==> src/rtl/ob_xlate_pkg.sv <==
package ob_xlate_pkg;
  typedef enum logic [2:0] {
    F_VIEW  = 3'd0,
    F_TYPE  = 3'd1,
    F_ENA   = 3'd2,
    F_BLO   = 3'd3,
    F_BHI   = 3'd4,
    F_LIM   = 3'd5,
    F_TLO   = 3'd6,
    F_THI   = 3'd7
  } fieldSel_e;

  typedef struct packed {
    logic      fieldWr;
    fieldSel_e sel;
    logic      lkCapture;
  } strobes_t;
endpackage

==> src/rtl/ob_xlate_ctrl.sv <==
module ob_xlate_ctrl
  import ob_xlate_pkg::*;
#(
  parameter int AW          = 32,
  parameter int REG_AW      = 12,
  parameter int WIN_BASE    = 'h900,
  parameter int NUM_REGIONS = 3,
  parameter int IDX_W       = 2
) (
  input  logic              clk,
  input  logic              rstN,
  input  logic [REG_AW-1:0] regAddr,
  input  logic              regWrEn,
  input  logic [AW-1:0]     regWrData,
  input  logic              lkValid,
  input  logic [AW-1:0]     dpRdData,
  output strobes_t          stb,
  output logic [IDX_W-1:0]  regionSel,
  output logic [AW-1:0]     regRdData
);
  localparam logic [REG_AW-1:0] WIN_B = REG_AW'(WIN_BASE);

  logic [AW-1:0]     viewport;
  logic [REG_AW-1:0] off;
  logic              inWindow;
  logic              vpValid;
  fieldSel_e         field;

  assign off      = regAddr - WIN_B;
  assign inWindow = (regAddr >= WIN_B) && (off[REG_AW-1:5] == '0) && (off[1:0] == 2'b00);
  assign field    = fieldSel_e'(off[4:2]);
  assign vpValid  = viewport < AW'(NUM_REGIONS);

  always_ff @(posedge clk) begin
    if (!rstN) viewport <= '0;
    else if (regWrEn && inWindow && field == F_VIEW) viewport <= regWrData;
  end

  assign regionSel     = viewport[IDX_W-1:0];
  assign stb.fieldWr   = regWrEn && inWindow && (field != F_VIEW) && vpValid;
  assign stb.sel       = field;
  assign stb.lkCapture = lkValid;

  always_comb begin
    regRdData = '0;
    if (inWindow) begin
      if (field == F_VIEW) regRdData = viewport;
      else if (vpValid)    regRdData = dpRdData;
    end
  end
endmodule

==> src/rtl/ob_xlate_dp.sv <==
module ob_xlate_dp
  import ob_xlate_pkg::*;
#(
  parameter int AW          = 32,
  parameter int TYPE_W      = 5,
  parameter int NUM_REGIONS = 3,
  parameter int IDX_W       = 2
) (
  input  logic              clk,
  input  logic              rstN,
  input  strobes_t          stb,
  input  logic [IDX_W-1:0]  regionSel,
  input  logic [AW-1:0]     regWrData,
  input  logic [AW-1:0]     lkAddr,
  output logic [AW-1:0]     dpRdData,
  output logic              outValid,
  output logic              outHit,
  output logic [IDX_W-1:0]  outRegion,
  output logic [2*AW-1:0]   outAddr,
  output logic [TYPE_W-1:0] outType
);
  logic              hitVec [NUM_REGIONS];
  logic [2*AW-1:0]   xlat   [NUM_REGIONS];
  logic [TYPE_W-1:0] typVec [NUM_REGIONS];
  logic [AW-1:0]     rdVec  [NUM_REGIONS];

  for (genvar g = 0; g < NUM_REGIONS; g++) begin : gRegion
    logic [TYPE_W-1:0] typ;
    logic              ena;
    logic [AW-1:0]     baseLo, baseHi, limit, tgtLo, tgtHi;
    logic              wrMe;

    assign wrMe = stb.fieldWr && (regionSel == IDX_W'(g));

    always_ff @(posedge clk) begin
      if (!rstN) begin
        typ <= '0; ena <= 1'b0;
        baseLo <= '0; baseHi <= '0; limit <= '0; tgtLo <= '0; tgtHi <= '0;
      end else if (wrMe) begin
        case (stb.sel)
          F_TYPE: typ    <= regWrData[TYPE_W-1:0];
          F_ENA:  ena    <= regWrData[AW-1];
          F_BLO:  baseLo <= regWrData;
          F_BHI:  baseHi <= regWrData;
          F_LIM:  limit  <= regWrData;
          F_TLO:  tgtLo  <= regWrData;
          F_THI:  tgtHi  <= regWrData;
          default: ;
        endcase
      end
    end

    always_comb begin
      case (stb.sel)
        F_TYPE:  rdVec[g] = AW'(typ);
        F_ENA:   rdVec[g] = {ena, {(AW-1){1'b0}}};
        F_BLO:   rdVec[g] = baseLo;
        F_BHI:   rdVec[g] = baseHi;
        F_LIM:   rdVec[g] = limit;
        F_TLO:   rdVec[g] = tgtLo;
        F_THI:   rdVec[g] = tgtHi;
        default: rdVec[g] = '0;
      endcase
    end

    assign hitVec[g] = ena && (lkAddr >= baseLo) && (lkAddr <= limit);
    assign xlat[g]   = {tgtHi, tgtLo} + {{AW{1'b0}}, lkAddr - baseLo};
    assign typVec[g] = typ;
  end

  always_comb begin
    dpRdData = '0;
    for (int i = 0; i < NUM_REGIONS; i++)
      if (regionSel == IDX_W'(i)) dpRdData = rdVec[i];
  end

  logic              selHit;
  logic [IDX_W-1:0]  selIdx;
  logic [2*AW-1:0]   selAddr;
  logic [TYPE_W-1:0] selType;

  always_comb begin
    selHit = 1'b0; selIdx = '0; selAddr = '0; selType = '0;
    for (int i = NUM_REGIONS - 1; i >= 0; i--) begin
      if (hitVec[i]) begin
        selHit  = 1'b1;
        selIdx  = IDX_W'(i);
        selAddr = xlat[i];
        selType = typVec[i];
      end
    end
  end

  always_ff @(posedge clk) begin
    if (!rstN) begin
      outValid <= 1'b0; outHit <= 1'b0; outRegion <= '0; outAddr <= '0; outType <= '0;
    end else begin
      outValid  <= stb.lkCapture;
      outHit    <= stb.lkCapture && selHit;
      outRegion <= (stb.lkCapture && selHit) ? selIdx  : '0;
      outAddr   <= (stb.lkCapture && selHit) ? selAddr : '0;
      outType   <= (stb.lkCapture && selHit) ? selType : '0;
    end
  end
endmodule

==> src/rtl/ob_addr_xlate.sv <==
module ob_addr_xlate
  import ob_xlate_pkg::*;
#(
  parameter int AW          = 32,
  parameter int REG_AW      = 12,
  parameter int WIN_BASE    = 'h900,
  parameter int TYPE_W      = 5,
  parameter int NUM_REGIONS = 3,
  localparam int IDX_W      = (NUM_REGIONS > 1) ? $clog2(NUM_REGIONS) : 1
) (
  input  logic              clk,
  input  logic              rstN,
  input  logic [REG_AW-1:0] regAddr,
  input  logic              regWrEn,
  input  logic [AW-1:0]     regWrData,
  output logic [AW-1:0]     regRdData,
  input  logic              lkValid,
  input  logic [AW-1:0]     lkAddr,
  output logic              outValid,
  output logic              outHit,
  output logic [IDX_W-1:0]  outRegion,
  output logic [2*AW-1:0]   outAddr,
  output logic [TYPE_W-1:0] outType
);
  strobes_t         stb;
  logic [IDX_W-1:0] regionSel;
  logic [AW-1:0]    dpRdData;

  ob_xlate_ctrl #(.AW(AW), .REG_AW(REG_AW), .WIN_BASE(WIN_BASE),
                  .NUM_REGIONS(NUM_REGIONS), .IDX_W(IDX_W)) ctrl_i (
    .clk(clk), .rstN(rstN), .regAddr(regAddr), .regWrEn(regWrEn),
    .regWrData(regWrData), .lkValid(lkValid), .dpRdData(dpRdData),
    .stb(stb), .regionSel(regionSel), .regRdData(regRdData)
  );

  ob_xlate_dp #(.AW(AW), .TYPE_W(TYPE_W), .NUM_REGIONS(NUM_REGIONS),
                .IDX_W(IDX_W)) dp_i (
    .clk(clk), .rstN(rstN), .stb(stb), .regionSel(regionSel),
    .regWrData(regWrData), .lkAddr(lkAddr), .dpRdData(dpRdData),
    .outValid(outValid), .outHit(outHit), .outRegion(outRegion),
    .outAddr(outAddr), .outType(outType)
  );
endmodule

==> config.mk <==
export PLATFORM = sky130hd
export DESIGN_NAME = ob_addr_xlate
export DESIGN_NICKNAME = d
export VERILOG_FILES = /design/src/rtl/ob_xlate_pkg.sv /design/src/rtl/ob_xlate_ctrl.sv /design/src/rtl/ob_xlate_dp.sv /design/src/rtl/ob_addr_xlate.sv
export SDC_FILE = /design/constraint.sdc
export NUM_CORES = 2
export LEC_CHECK = 0
export BUFFER_PORTS_ARGS = -buffer_cell sky130_fd_sc_hd__buf_2
export CAP_MARGIN = 40
export CORE_UTILIZATION = 47
export DETAILED_ROUTE_END_ITERATION = 8
export SETUP_SLACK_MARGIN = 0.02
export SLEW_MARGIN = 20
export SYNTH_ARGS = -nofsm -noshare
export SYNTH_HDL_FRONTEND = slang
export SYNTH_HIERARCHICAL = 1
export SYNTH_SLANG_ARGS = --single-unit
==> constraint.sdc <==
create_clock -name clk -period 6.6 [get_ports clk]
set_input_delay 0 -clock clk [delete_from_list [all_inputs] [get_ports clk]]
set_output_delay 0 -clock clk [all_outputs]
set_load 0.01 [all_outputs]
Word level (Yosys, flattened, before mapping)
Cells that the tools add are included.
{"block": "totals", "output_inout_bits": 105, "input_bits": 80, "regBits": 603, "wordCells": 119}
{"block": "classes", "n_mux": 20, "reduce_logical": 45, "bitwise": 2, "eq_ne": 9, "n_lt_le_gt_ge": 8, "addsub": 7}
{"cell": "32-bit one-hot mux with 7 select lines", "n": 3}
{"cell": "64-bit by 32-bit adder with 64-bit output", "n": 3}
{"cell": "32-bit two-way mux", "n": 6}
{"cell": "64-bit two-way mux", "n": 3}
{"cell": "32-bit >= comparator", "n": 3}
{"cell": "32-bit <= comparator", "n": 3}
{"cell": "32-bit subtractor", "n": 3}
{"cell": "2-bit AND reduction", "n": 22}
{"cell": "32-bit by 2-bit less-than comparator with 1-bit output (second input constant)", "n": 1}
{"cell": "1-bit logical AND", "n": 16}
{"cell": "5-bit two-way mux", "n": 3}
{"cell": "3-bit equality test (second input constant)", "n": 4}
{"cell": "12-bit >= comparator (second input constant)", "n": 1}
{"cell": "12-bit subtractor (second input constant)", "n": 1}
{"cell": "7-bit logical NOT", "n": 1}
{"cell": "3-bit by 2-bit equality test with 1-bit output (second input constant)", "n": 2}
{"cell": "2-bit logical NOT", "n": 2}
{"cell": "1-bit two-way mux", "n": 4}
{"cell": "4-bit OR reduction", "n": 1}
{"cell": "3-bit by 1-bit equality test with 1-bit output (second input constant)", "n": 1}
{"cell": "3-bit logical NOT", "n": 1}
{"cell": "3-bit nonzero test", "n": 1}
{"cell": "3-bit OR reduction", "n": 1}
{"cell": "2-bit by 1-bit equality test with 1-bit output (second input constant)", "n": 1}
{"cell": "3 further kinds", "n": 4}

Longest topological paths before layout
{"block": "depth", "ltp_word": 9, "mapped_depth": 28, "ltp_nobuf": 27}

By module
The synthesis kept the hierarchy.
{"mod": "ob_xlate_dp", "cells_per_inst": 5300, "seq_area_each_um2": 11431.0, "area_per_inst_um2": 39414.1, "n_inst": 1}
{"mod": "ob_xlate_ctrl", "cells_per_inst": 280, "seq_area_each_um2": 640.6, "area_per_inst_um2": 2073.2, "n_inst": 1}

Worst setup path before layout
No wires, ideal clock.
{"block": "synth_timing", "path_type": "reg-to-reg", "startpoint": "reg dp_i.gRegion[0].baseLo[0]", "endpoint": "reg dp_i.outAddr[37]", "slack_ps": 1599, "required_time_ps": 6468, "n_path_buf": 0, "synth_period_minus_slack_ps": 5001, "t_arrival_ps": 4869, "setup_ps": 132, "stages_incl_launch_ff": 27, "cell_sequence": "dfxtp_1 ha_1 inv_1 fa_1 a21oi_1 o211ai_1 a31o_2 a21o_1 a2111oi_2 o41ai_1 nand3_1 nand2_1 a21o_1 a21oi_1 xnor2_1 ha_1 a21o_1 a21o_1 a21oi_1 o22ai_1 a211oi_1 o31ai_2 a21oi_1 nor2_1 xor2_1 a22oi_1 a21oi_1"}
{"block": "synth_between", "elab_chain_cells": 6, "word_cells_on_any_way": 9, "cone_classes": "add/sub (2); order compare (1); mux (2); reduce/logical (4)"}
{"element": "from (decl)", "line_no": "ob_xlate_dp.sv:30", "source": "logic [AW-1:0] baseLo, baseHi, limit, tgtLo, tgtHi;"}
{"element": "from (signal assigned)", "line_no": "ob_xlate_dp.sv:43", "source": "F_BLO: baseLo <= regWrData;"}
{"element": "branches (longest 6 deep; another with 64-bit by 32-bit adder with 64-bit output)"}
{"element": "to (signal assigned)", "line_no": "ob_xlate_dp.sv:101", "source": "outAddr <= (stb.lkCapture && selHit) ? selAddr : '0;"}
{"element": "to (decl)", "line_no": "ob_xlate_dp.sv:19", "source": "output logic [2*AW-1:0] outAddr,"}
Several ways; the timed one is not identified.
A chain may end at the register's enable or synchronous reset.

Final worst setup path
{"block": "layout_timing", "startpoint": "reg dp_i.gRegion[2].baseLo[0]", "endpoint": "reg dp_i.outAddr[45]"}
{"block": "layout_between", "elab_chain_cells": 8, "word_cells_on_any_way": 13, "cone_classes": "add/sub (2); order compare (1); mux (6); reduce/logical (4)"}
{"element": "from (decl)", "line_no": "ob_xlate_dp.sv:30"}
{"element": "from (signal assigned)", "line_no": "ob_xlate_dp.sv:43"}
{"element": "branches (longest 8 deep; another with 64-bit by 32-bit adder with 64-bit output)"}
Several ways; the timed one is not identified.

==> reports/results.tsv <==
stage	metric	value	unit
floorplan	dieArea	89500	µm²
cells_and_area	layout.nets	6016	
cells_and_area	fin_cells	6851	
yosys	synth_edf_count	0	
critical_path	worst-path-buf-inv	1	
cts	htreeDepth	3	
cts	cts_resized	0	
cts	path_clk_slew	0.06	ns
yosys	synth_cell_type_count	95	
yosys	yosys.area.top_type	dfxtp_1	
run	maxCapViolations	0	
global_route	grt_pass1_wl	274	mm
status	status	completed	
power_and_ir_drop	power.internal	0.00680	W
cts	insertion_delay	0.66	ns
timing	min_period	6.14	ns
drt	dr_total_vias	42700	
global_route	grt_use_total	41.8	%
power_and_ir_drop	p_comb_share	12.1	%
yosys	netlist_area	41500	µm²
yosys	ys_ff_latch	603	
timing	setup_viol	0	
critical_path	worstSetupEndpointType	flip-flop	
drt	first_pass_iters	6	
place	hpwl	144	mm
critical_path	cp_cell_sequence	ha_1 > fa_1 > nor2b_1 > o31ai_1 > a211oi_1 > o21ai_0 > a2111o_1 > a31oi_1 > o21ai_0 > o21bai_1 > a21oi_1 > xnor2_1 > ha_1 > a21o_1 > a21o_1 > a211oi_1 > o21ai_0 > a21oi_1 > o31a_1 > buf_4 > nor3b_1 > xor2_1 > a221oi_1 > a211oi_1	
timing	finalHoldViolCount	0	
power_and_ir_drop	clkPwrFrac	49.0	%
global_route	grt_pass1_vias	38700	
drt	drc	0	
critical_path	path_class	reg -> reg	
drt	wl_per_cell	28.3	µm
drt	vias_per_cell	6.23	
cts	clkSinkCount	603	
cells_and_area	final_util	53.5	%
global_route	grt_antenna_before_repair	4	
power_and_ir_drop	p_per_area	201	nW/µm²
power_and_ir_drop	ir_worst_vdd	0.267	mV
place	gp_congestion	1.05	
floorplan	die_y	299	µm
timing	max_freq	0.163	GHz
critical_path	cp_max_fo	16	
yosys	synth_flop_cell	dfxtp_1	
place	io_buffers	184	
yosys	synth-warning-count	6	
global_route	grt_max_degree	99	
drt	wl	194	mm
floorplan	start_util	47.6	%
timing	finClkSkew	0.0313	ns
floorplan	placementRows	108	
yosys	syn_nets	5960	
yosys	synth.yosys.seq_area_share	29.1	%
power_and_ir_drop	switching_share	27.3	%
critical_path	worstPathRequired	7.12	ns
timing	timing.final.crit_share	93.1	%
timing	drv_slew	0	
yosys	synth_cells	5580	
cts	cts_root_buf	clkbuf_16	
critical_path	critPathTopFamily	compound AO/OA/AOI/OAI gates	
yosys	yosys.area.top_type_share	29.1	%
worst_hold_path	hp-class	in -> reg	
cts	cts_tree	built	
cells_and_area	area_growth	12.4	%
drt	final_antenna_net_count	0	
critical_path	start_kind	flip-flop	
floorplan	core	87200	µm²
timing	worst_slew_pin_slew	1.01	ns
cells_and_area	drive_above_1_share	9.43	%
yosys	synth_area_per_cell	7.43	µm²
global_route	grt.overflow.total	0	
power_and_ir_drop	power_leakage	16.9	nW
yosys	async_reset_ff_share	0	%
power_and_ir_drop	seqPwrFrac	38.9	%
critical_path	crit_slowest_cell	a2111o_1	
cts	post-cts-setup-buffers	0	
floorplan	io_pins	185	
floorplan	die_w	299	µm
timing	slew_headroom	32.7	%
place	dp_cells	6674	
timing	rsz0062_at_grt	false	
critical_path	worst_ep_arrival_time	6.67	ns
cts	numCtsBuffers	74	
drt	drt_iter0_drc	5090	
cts	clockBufferDepth	3	
critical_path	cpPeakStageDelay	0.53	ns
yosys	synth.area.top_cells	dfxtp_1 29%, nand2_1 13%, a21boi_0 9.1%	
timing	tns	0	ns
critical_path	r2r_slack	0.46	ns
power_and_ir_drop	switching_power	0.00255	W
==> path summary, 6_finish.rpt <==
check                             startpoint                         end  cells after the start
setup / recovery   dp_i/gRegion[2].baseLo[0]            dp_i/outAddr[45]                     24
hold / removal                       regWrEn         ctrl_i/viewport[27]                      6
setup reg to reg   dp_i/gRegion[2].baseLo[0]            dp_i/outAddr[45]                     24
hold reg to reg   dp_i/gRegion[2].baseLo[19]  dp_i/gRegion[2].baseLo[19]                      2
==> layout make-up <==
cell class | count | area [µm²]
Clock buffer | 102 | 2190
Inverter | 265 | 995
Antenna cell | 1 | 2.50
Tap cell | 1155 | 1450
Multi-Input combinational cell | 4358 | 27100
Clock inverter | 33 | 492
Fill cell | 8494 | 40500
Sequential cell | 603 | 12100
Timing Repair Buffer | 334 | 2310
==> per-layer routing <==
layer	vias up	global-route usage [%]	share of wire, %
li1	19400	-	-
met1	20200	52.8	39
met2	2413	63.1	42
met3	638	7.03	9.0
met4	2	33.5	9.4
met5	-	0	0.0072
==> metrics by stage <==
step	total power (W)	setup WS [ns]	hold WS [ns]	instance area, µm²
detailed placement	0.00479	0.593	0.393	43500
CTS	0.00935	0.593	0.105	46600
finish	0.00936	0.456	0.147	46700
floorplan	0.00439	1.60	0.139	41500
global placement	0.00479	0.633	0.392	43300
global route	0.00957	0.0706	0.170	46600
==> cell families after synthesis <==
| family | count (synthesis) | share of synthesized area [%] |
|---|---|---|
| AND/OR/NAND/NOR | 2070 | 21.2 |
| AO/OA/AOI/OAI | 1657 | 27.3 |
| buffers and inverters | 619 | 5.84 |
| flip-flops | 603 | 29.1 |
| adder cells (fa/ha/maj) | 300 | 9.16 |
| XOR/XNOR | 247 | 5.21 |
| multiplexers | 84 | 2.20 |
==> worst min-delay path, cell delays in order <==
cell and delay (ns):
buf_2 0.11, or4b_1 0.22, nor4_4 0.05, buf_4 0.21
nand2_1 0.09, a21boi_1 0.06
==> placed cells by master (no fill, tap or decap), drive strengths merged, types with 17 or more instances in the layout <==
cell type and instances:
o31ai 42, xor2 95, inv 265, clkbuf 102, a22oi 94, dlygate4sd3 37
nor3 75, nand4 47, dfxtp 603, mux2i 73, a21o 107, o21a 38
or2 17, buf 296, a21oi 309, nand2b 31, a211oi 38, o22ai 23
nand3 85, nor2b 32, a21boi 534, and3 42, nor2 175, nand2 1467
o211ai 19, nor4 33, a31oi 45, xnor2 152, a221oi 29, ha 294
o21ai 261
==> Yosys cell counts, types with 42 or more instances <==
cell type	n
inv_1	262
dfxtp_1	603
nand2_1	1467
a21oi_1	303
a21o_1	107
nand3_1	85
a22oi_1	94
xor2_1	95
nor3_1	74
xnor2_1	152
a31oi_1	43
ha_1	294
nor2_1	175
mux2i_1	73
nand4_1	47
o21ai_0	253
and3_1	42
a21boi_0	502
clkbuf_1	291
==> flip-flops by register name (all words and copies together) (netlist names) <==
name	cells
dp_i/outRegion	2
dp_i/gRegion.limit	96
dp_i/gRegion.baseLo	96
dp_i/gRegion.tgtLo	96
dp_i/outAddr	64
dp_i/gRegion.ena	3
dp_i/gRegion.typ	15
dp_i/gRegion.baseHi	96
dp_i/outHit	1
dp_i/outType	5
dp_i/outValid	1
dp_i/gRegion.tgtHi	96
ctrl_i/viewport	32
==> what timing repair did <==
action,CTS,global route
hold buffers,37,0
endpoints found under the setup margin,0,0
endpoints found under the hold margin,531,0
==> power by group through the flow <==
stage          Clock (W)  Combinational [W]  Sequential, W
3_3_place_gp           0            0.00106        0.00372
5_1_grt          0.00475            0.00118        0.00364
6_report         0.00458            0.00113        0.00364
4_1_cts          0.00462            0.00109        0.00364
3_5_place_dp           0            0.00107        0.00372
2_1_floorplan          0           0.000674        0.00372
No activity file was read; power rests on OpenSTA's default activity.
